<file path="src/rtl/apd_pkg.sv">
package apd_pkg;

  localparam int unsigned ADDR_W = 3;
  localparam int unsigned DATA_W = 8;

  // Register offsets on the host port
  typedef enum logic [ADDR_W-1:0] {
    OFS_STAT_A   = 3'd0,
    OFS_STAT_B   = 3'd1,
    OFS_DRV_CTL  = 3'd2,
    OFS_SPARE3   = 3'd3,
    OFS_RATE_STS = 3'd4,
    OFS_DATA     = 3'd5,
    OFS_SPARE6   = 3'd6,
    OFS_CFG      = 3'd7
  } reg_ofs_e;

  localparam logic [DATA_W-1:0] DRV_CTL_RST  = 8'h04;
  localparam logic [DATA_W-1:0] RATE_SEL_RST = 8'h00;
  localparam logic [DATA_W-1:0] CFG_CTL_RST  = 8'h00;

  typedef struct packed {
    logic wake;
    logic soft_reset;
    logic wr_drv;
    logic wr_rate;
    logic wr_cfg;
  } acc_decode_t;

  // Any motor enable (bits 7:4) requested
  function automatic logic motor_request(input logic [DATA_W-1:0] d);
    return |d[7:4];
  endfunction

  // Drive-control reset bit (bit 2) is active low
  function automatic logic drv_reset_request(input logic [DATA_W-1:0] d);
    return ~d[2];
  endfunction

  // Rate-select reset bit (bit 7) is active high
  function automatic logic rate_reset_request(input logic [DATA_W-1:0] d);
    return d[7];
  endfunction

  // Rate-select reset bit is self-clearing in the shadow copy
  function automatic logic [DATA_W-1:0] rate_store_value(input logic [DATA_W-1:0] d);
    return {1'b0, d[6:0]};
  endfunction

endpackage

</file>
<file path="src/rtl/apd_access_decode.sv">
module apd_access_decode
  import apd_pkg::*;
(
  input  logic [ADDR_W-1:0] bus_addr,
  input  logic              bus_rd,
  input  logic              bus_wr,
  input  logic [DATA_W-1:0] bus_wdata,
  output acc_decode_t       dec
);

  always_comb begin
    dec = '0;
    case (reg_ofs_e'(bus_addr))
      OFS_DRV_CTL: begin
        dec.wr_drv     = bus_wr;
        dec.soft_reset = bus_wr & drv_reset_request(bus_wdata);
        dec.wake       = bus_wr & (motor_request(bus_wdata) | drv_reset_request(bus_wdata));
      end
      OFS_RATE_STS: begin
        dec.wr_rate    = bus_wr;
        dec.soft_reset = bus_wr & rate_reset_request(bus_wdata);
        dec.wake       = bus_rd | (bus_wr & rate_reset_request(bus_wdata));
      end
      OFS_DATA: begin
        dec.wake = bus_rd | bus_wr;
      end
      OFS_CFG: begin
        dec.wr_cfg = bus_wr;
      end
      default: dec = '0;
    endcase
  end

endmodule

</file>
<file path="src/rtl/apd_idle_timer.sv">
module apd_idle_timer #(
  parameter int unsigned IDLE_CYCLES = 240000,
  localparam int unsigned CNT_W = $clog2(IDLE_CYCLES + 1)
) (
  input  logic             clk,
  input  logic             rst_n,
  input  logic             reload,
  output logic             expired,
  output logic [CNT_W-1:0] count
);

  localparam logic [CNT_W-1:0] LOAD_VAL = CNT_W'(IDLE_CYCLES);

  always_ff @(posedge clk or negedge rst_n) begin
    if (!rst_n) begin
      count <= LOAD_VAL;
    end else if (reload) begin
      count <= LOAD_VAL;
    end else if (count != '0) begin
      count <= count - 1'b1;
    end
  end

  assign expired = (count == '0);

endmodule

</file>
<file path="src/rtl/apd_shadow_regs.sv">
module apd_shadow_regs
  import apd_pkg::*;
(
  input  logic              clk,
  input  logic              rst_n,
  input  acc_decode_t       dec,
  input  logic [DATA_W-1:0] bus_wdata,
  output logic [DATA_W-1:0] drv_ctl_q,
  output logic [DATA_W-1:0] rate_sel_q,
  output logic [DATA_W-1:0] cfg_ctl_q
);

  localparam int unsigned NREG = 3;

  logic [NREG-1:0]             wen;
  logic [NREG-1:0][DATA_W-1:0] wval;
  logic [NREG-1:0][DATA_W-1:0] rval;
  logic [NREG-1:0][DATA_W-1:0] q;

  assign wen  = {dec.wr_cfg, dec.wr_rate, dec.wr_drv};
  assign wval = {bus_wdata, rate_store_value(bus_wdata), bus_wdata};
  assign rval = {CFG_CTL_RST, RATE_SEL_RST, DRV_CTL_RST};

  for (genvar g = 0; g < NREG; g++) begin : g_shadow
    always_ff @(posedge clk or negedge rst_n) begin
      if (!rst_n)      q[g] <= rval[g];
      else if (wen[g]) q[g] <= wval[g];
    end
  end

  assign drv_ctl_q  = q[0];
  assign rate_sel_q = q[1];
  assign cfg_ctl_q  = q[2];

endmodule

</file>
<file path="src/rtl/apd_wake_ctrl.sv">
module apd_wake_ctrl
  import apd_pkg::*;
#(
  // Idle interval in clock cycles (10 ms at 24 MHz by default)
  parameter int unsigned IDLE_CYCLES = 240000
) (
  input  logic              clk,
  input  logic              rst_n,
  input  logic              apd_en,
  input  logic              idle_ok,
  input  logic [ADDR_W-1:0] bus_addr,
  input  logic              bus_rd,
  input  logic              bus_wr,
  input  logic [DATA_W-1:0] bus_wdata,
  output logic              pwr_down,
  output logic              drive_oe,
  output logic              soft_rst,
  output logic [DATA_W-1:0] drv_ctl_q,
  output logic [DATA_W-1:0] rate_sel_q,
  output logic [DATA_W-1:0] cfg_ctl_q
);

  localparam int unsigned CNT_W = $clog2(IDLE_CYCLES + 1);

  acc_decode_t      dec;
  logic             wake_req;
  logic             sw_reset_req;
  logic             timer_expired;
  logic             pd_enter;
  logic [CNT_W-1:0] tmr_cnt;

  apd_access_decode u_decode (
    .bus_addr  (bus_addr),
    .bus_rd    (bus_rd),
    .bus_wr    (bus_wr),
    .bus_wdata (bus_wdata),
    .dec       (dec)
  );

  assign wake_req     = dec.wake;
  assign sw_reset_req = dec.soft_reset;

  apd_idle_timer #(.IDLE_CYCLES(IDLE_CYCLES)) u_timer (
    .clk     (clk),
    .rst_n   (rst_n),
    .reload  (wake_req),
    .expired (timer_expired),
    .count   (tmr_cnt)
  );

  apd_shadow_regs u_shadow (
    .clk        (clk),
    .rst_n      (rst_n),
    .dec        (dec),
    .bus_wdata  (bus_wdata),
    .drv_ctl_q  (drv_ctl_q),
    .rate_sel_q (rate_sel_q),
    .cfg_ctl_q  (cfg_ctl_q)
  );

  assign pd_enter = timer_expired & apd_en & idle_ok & ~wake_req;

  always_ff @(posedge clk or negedge rst_n) begin
    if (!rst_n) begin
      pwr_down <= 1'b0;
      soft_rst <= 1'b0;
    end else begin
      soft_rst <= sw_reset_req;
      if (wake_req)      pwr_down <= 1'b0;
      else if (pd_enter) pwr_down <= 1'b1;
    end
  end

  assign drive_oe = ~pwr_down;

endmodule

</file>
<file path="config.mk">
export PLATFORM = sky130hd
export DESIGN_NAME = apd_wake_ctrl
export DESIGN_NICKNAME = d
export VERILOG_FILES = /design/src/rtl/apd_pkg.sv /design/src/rtl/apd_access_decode.sv /design/src/rtl/apd_idle_timer.sv /design/src/rtl/apd_shadow_regs.sv /design/src/rtl/apd_wake_ctrl.sv
export SDC_FILE = /design/constraint.sdc
export NUM_CORES = 1
export LEC_CHECK = 0
export ABC_CLOCK_PERIOD_IN_PS = 1900
export BUFFER_PORTS_ARGS = -buffer_cell sky130_fd_sc_hd__buf_2
export CORE_UTILIZATION = 45
export CTS_CLUSTER_SIZE = 8
export DETAILED_ROUTE_END_ITERATION = 8
export GPL_TIMING_DRIVEN = 0
export PLACE_DENSITY_LB_ADDON = 0.05
export RECOVER_POWER = 100
export SLEW_MARGIN = 20
export SYNTH_ARGS = -nofsm -noshare
export SYNTH_HDL_FRONTEND = slang
export SYNTH_SLANG_ARGS = --single-unit
</file>
<file path="constraint.sdc">
create_clock -name clk -period 1.9 [get_ports clk]
set_input_delay 0.285 -clock clk [delete_from_list [all_inputs] [get_ports clk]]
set_output_delay 0.285 -clock clk [all_outputs]
set_load 0.01 [all_outputs]
</file>
======== Yosys cells after proc, flatten, opt, wreduce, memory -nomap -nowiden ========
Cells that the tools add are included.
word-level totals
  word-level logic and storage cells ...... 37
  output and inout bits ................... 27
  input bits .............................. 17
  register bits after elaboration ......... 43
operators by class
  $add $sub $neg .......................... 1
  reduce and logical (&&, ||, !) cells .... 5
  equal/unequal tests ..................... 4
  bitwise operators ....................... 12
  muxes and demuxes ....................... 9
operators by type and width
  operator                                                                count
  18-bit two-way mux                                                      2
  18-bit logical NOT                                                      1
  18-bit nonzero test                                                     1
  18-bit by 1-bit subtractor with 18-bit output (second input constant)   1
  3-bit equality test (second input constant)                             3
  1-bit AND                                                               6
  1-bit two-way mux                                                       5
  2-bit nonzero test                                                      2
  4-bit OR reduction                                                      1
  3-bit by 2-bit equality test with 1-bit output (second input constant)  1
  1-bit inverter                                                          3
  1-bit bitwise OR                                                        3
  1-bit case mux with 3 select lines                                      1
  1-bit case mux with 2 select lines                                      1

======== Longest topological paths before layout ========
  depth in word-level cells ............... 8
  depth in mapped cells ................... 7
  gate-level depth less buffers ........... 6

======== Cells and area by module ========
Synthesis repeated with hierarchy kept, for this count alone.
second synthesis, totals
  cells, all modules ...................... 187
  area total of the unflattened synthesis .. 2314.7 um^2
modules (own cells, without submodules)
  module             area each (um^2)  times used  cells each  sequential area each (um^2)
  apd_idle_timer     1196.1            1           118         459.2
  apd_shadow_regs    967.2             1           51          576.8
  apd_access_decode  83.8              1           13          0.0
  apd_wake_ctrl      67.6              1           5           50.0

======== Worst setup path before layout ========
Ideal clock, no wire load.
  kind .................................... register to register
  from .................................... register u_timer.count[0]
  to ...................................... register u_timer.count[11]
  buffers on the path ..................... 1
  arrival time ............................ 1.789 ns
  stages on the path, launching flop included .. 8
  required time ........................... 1.818 ns
  period minus slack after synthesis ...... 1.870 ns
  slack ................................... 0.030 ns
  setup time .............................. 0.082 ns
  path through ............................ dfrtp_1 > inv_1 > ha_1 > nor3b_1 > and3_1 > clkbuf_1 > a211oi_1 > a211o_1
between the ends
  word-level cells in the longest chain between the ends .. 3
  elaborated cells on any way between the ends .. 5
  classes of those cells .................. add/sub: 1; mux: 2; reduce/logical: 2
RTL lines
  item                                           RTL line              text
  start: declaration                             apd_idle_timer.sv:9   output logic [CNT_W-1:0] count
  start signal: assignment                       apd_idle_timer.sv:20  count <= count - 1'b1;
  18-bit by 1-bit subtractor with 18-bit output  apd_idle_timer.sv:20
  18-bit two-way mux                             apd_idle_timer.sv:19  end else if (count != '0) begin
  18-bit two-way mux                             apd_idle_timer.sv:17  end else if (reload) begin
Parallel ways exist; a longest one is shown, timed or not. The select of a mux whose other input is x is not followed.
A chain may end at the register's enable or synchronous reset.

======== Worst setup path after layout ========
  from .................................... register u_timer.count[12]
  to ...................................... register u_timer.count[17]
The elaborated chain is that of the path after synthesis.

==> results_dict.tcl <==
set metrics [dict create \
    p_leak_nw 1.03 \
    fin_cells 284 \
    postSynthAreaPerCell_um2 11.6 \
    die_area_um2 4800 \
    maximum_single_stage_delay_on_the_critical_path_ns 0.51 \
    synth.most_common_cell "sky130_fd_sc_hd__dfrtp_1" \
    path_delay_family "simple AND/OR/NAND/NOR gates" \
    cp.arrival_ns 2.21 \
    fin_total_pwr_mw 2.73 \
    rr_startpoint "u_timer.count[12]" \
    total_grt_overflow 0 \
    path_buf_inv 1 \
    design.portCount 44 \
    antenna_violating_nets_post_route 0 \
    cts_made_buffers 5 \
    final_nets 249 \
    placed_area_um2 2310 \
    violations "setup timing" \
    final.period_utilization_pct 104 \
    reg2reg_slack_ns -0.07 \
    hold-worst-slack_ns 0.169 \
    cp.required_ns 2.14 \
    powerDensity_nw_per_um2 1060 \
    row_count 24 \
    rsz0062_at_grt "true" \
    startpoint "u_timer.count[12]" \
    r2r-end "u_timer.count[17]" \
    number_of_warnings_printed_during_yosys_synthesis 0 \
    finalHoldViolations 0 \
    cts.path.max_buffers 2 \
    initial_core_util_pct 46.8 \
    synthDominantAreaCellType "sky130_fd_sc_hd__dfrtp_1" \
    total_of_hold_buffers_inserted_after_clock_tree_synthesis 0 \
    cp-end-kind "register" \
    area_growth_syn_to_layout_pct 26.3 \
    fin_area_um2 2570 \
    synth_fp_nets 193 \
    globalRouteTotalUtil_pct 20.7 \
    hpwl_detailed_mm 3.22 \
    final_worst_slack_ns -0.0707 \
    cp_max_stage_cell "sky130_fd_sc_hd__or4_1" \
    antenna_cells 0 \
    io_buffers 42 \
    synth_async_sr_flop_share_pct 100 \
    nFillCells 380 \
    die_width_um 69.3 \
    detailedRoute.firstPassIterationCount 4 \
    crit_cells 5 \
    first_global_vias 1676 \
    sequential_cell_area_in_the_final_layout_um2 1090 \
    cp-start-kind "register" \
    routed_wire_length_per_instance_um 17.0 \
    post_synth_inst_count 175 \
    grt_max_degree 44 \
    synth_edf_count 0 \
    worstSkewPairLatency_ns 0.30 \
    skew_ns 0.0110 \
    antenna_found_initial 0 \
    crit_fanout 6 \
    worst_ir_drop_vdd_mv 0.583 \
    primary_flip_flop_cell_chosen_by_synthesis_mapping "sky130_fd_sc_hd__dfrtp_1" \
    number_of_levels_the_h_tree_was_split_into 2 \
    drv_slew 0 \
    clock-sinks 43 \
    drc_errors 0 \
    least_margin_pin_slew_ns 1.08 \
    cap_viol_max_count 0 \
    synth_sequential_area_ratio_pct 53.3 \
    critical_path.cell_chain "or4_1 -> buf_6 -> or3_4 -> or4_4 -> nand3_2" \
    floorplan.die.height_um 69.3 \
    placed_cells 269 \
    report.final.setup_viol 1 \
    clock_tree_from_tritoncts "built" \
    tns_ns -0.0707 \
    endpoint "u_timer.count[17]" \
    synth_seq_cells 43 \
    core_um2 4350 \
    fraction_of_layout_cells_with_a_size_suffix_above_1_pct 33.6 \
    synthTopCellsByArea "sky130_fd_sc_hd__dfrtp_1 (43%), sky130_fd_sc_hd__mux2_2 (13%), sky130_fd_sc_hd__dfstp_2 (10%), sky130_fd_sc_hd__mux2i_1 (3.4%), sky130_fd_sc_hd__or3_1 (2.5%)" \
    routed_wl_mm 4.83 \
    clock-root-buffer "sky130_fd_sc_hd__clkbuf_8" \
    clock.fmax_mhz 507 \
    synth_top_cell_area_share_pct 43.0 \
    worst-r2r-cell-count 5 \
    hold_path.class "primary input to async pin" \
    via_per_instance_ratio 5.84 \
    footprint_of_the_multi_input_gates_um2 1000 \
    result_of_the_run "complete, but fails checks" \
    yosys.cell_types.count 40 \
    gp_congestion 0.778 \
    timing.setup.critical_path_class "register to register" \
    num_vias 1658 \
    initial_drc_count 57 \
    max-slew-margin-rel_pct 28.2 \
    synth.top_cells.by_count "sky130_fd_sc_hd__dfrtp_1 (35), sky130_fd_sc_hd__mux2_2 (23), sky130_fd_sc_hd__nand3_1 (9)" \
    clk_transition_reported_paths_ns 0.09 \
    post_synth_instance_area_um2 2040 \
    wire_length_of_the_first_global_routing_pass_mm 7.87 \
    min_period_ns 1.97 \
]
[timing repair]
item / CTS / global route
gates resized for setup: 12 / 17
cloned: 0 / 1
setup buffers: 1 / 5
hold endpoints to repair: 0 / 0
pin swaps: 0 / 2
endpoints found under the setup margin: 15 / 9
[where the power goes]
part           switching, mW  total (mW)  internal [mW]
logic                  0.350       0.693          0.343
registers              0.196        1.31           1.11
clock network          0.306       0.731          0.425
[per-stage QoR]
step / worst slack (ns) / utilization [%]
after floorplan: 0.0297 / -
after global placement: -0.346 / 53.1
after detailed placement: -0.327 / 53.1
after CTS: -0.0753 / 56.9
after global routing: -0.120 / 59.1
final: -0.0707 / 59.1
[flip-flops by register name, summed over array words and instances, names as in the netlist]
name	flops
u_timer.count	18
u_shadow.cfg_ctl_q	8
u_shadow.drv_ctl_q	8
u_shadow.rate_sel_q	7
pwr_down	1
soft_rst	1
[kinds of logic (layout without fill, tap and decap cells)]
kind of cell               after synthesis  after routing  synth area share, %
and+or+nand+nor                         58             58                 16.7
DFF                                     43             43                 53.3
AOI/OAI and AO/OA                       31             31                 10.6
muxes                                   30             30                 16.2
buffers and inverters                   11             68                 2.40
other                                    1              1                0.184
adders and majority gates                1              1                0.614
[placed cells by master, fill, tap and decap left out, drive strengths merged, types with 8 or more instances in the layout]
cell type and count:
nand3 9, or3 8, nor3 8, dfstp 8
buf 24, mux2 23, a21oi 8, dfrtp 35
clkbuf 37
[routing by layer]
layer	part of all wire (%)	track usage, %	vias up	wire, µm
met3	5.0	5.96	9	242
li1	-	-	770	-
met2	52	37.0	51	2520
met4	1.6	7.48	0	76
met1	41	23.4	828	1980
met5	0	0	-	0
[final cells by class]
class | count | share of cell area, %
flip-flops and latches | 43 | 42.2
multi-input cells | 121 | 39.0
repair buffers | 49 | 8.85
clock buffers | 6 | 3.21
well taps | 52 | 2.53
plain buffers | 6 | 2.09
clock inverters | 2 | 1.36
inverters | 5 | 0.730
[worst min-delay path by stage]
stage | endpoint | slack (ns) | from
CTS | u_timer.count[0] | 0.16 | rst_n
global placement | u_timer.count[0] | 0.47 | rst_n
finish | u_timer.count[0] | 0.17 | rst_n
global route | u_timer.count[2] | 0.25 | rst_n
detailed placement | u_timer.count[0] | 0.49 | rst_n
floorplan | pwr_down | -0.01 | rst_n
Power figures use the tool's default switching activity.
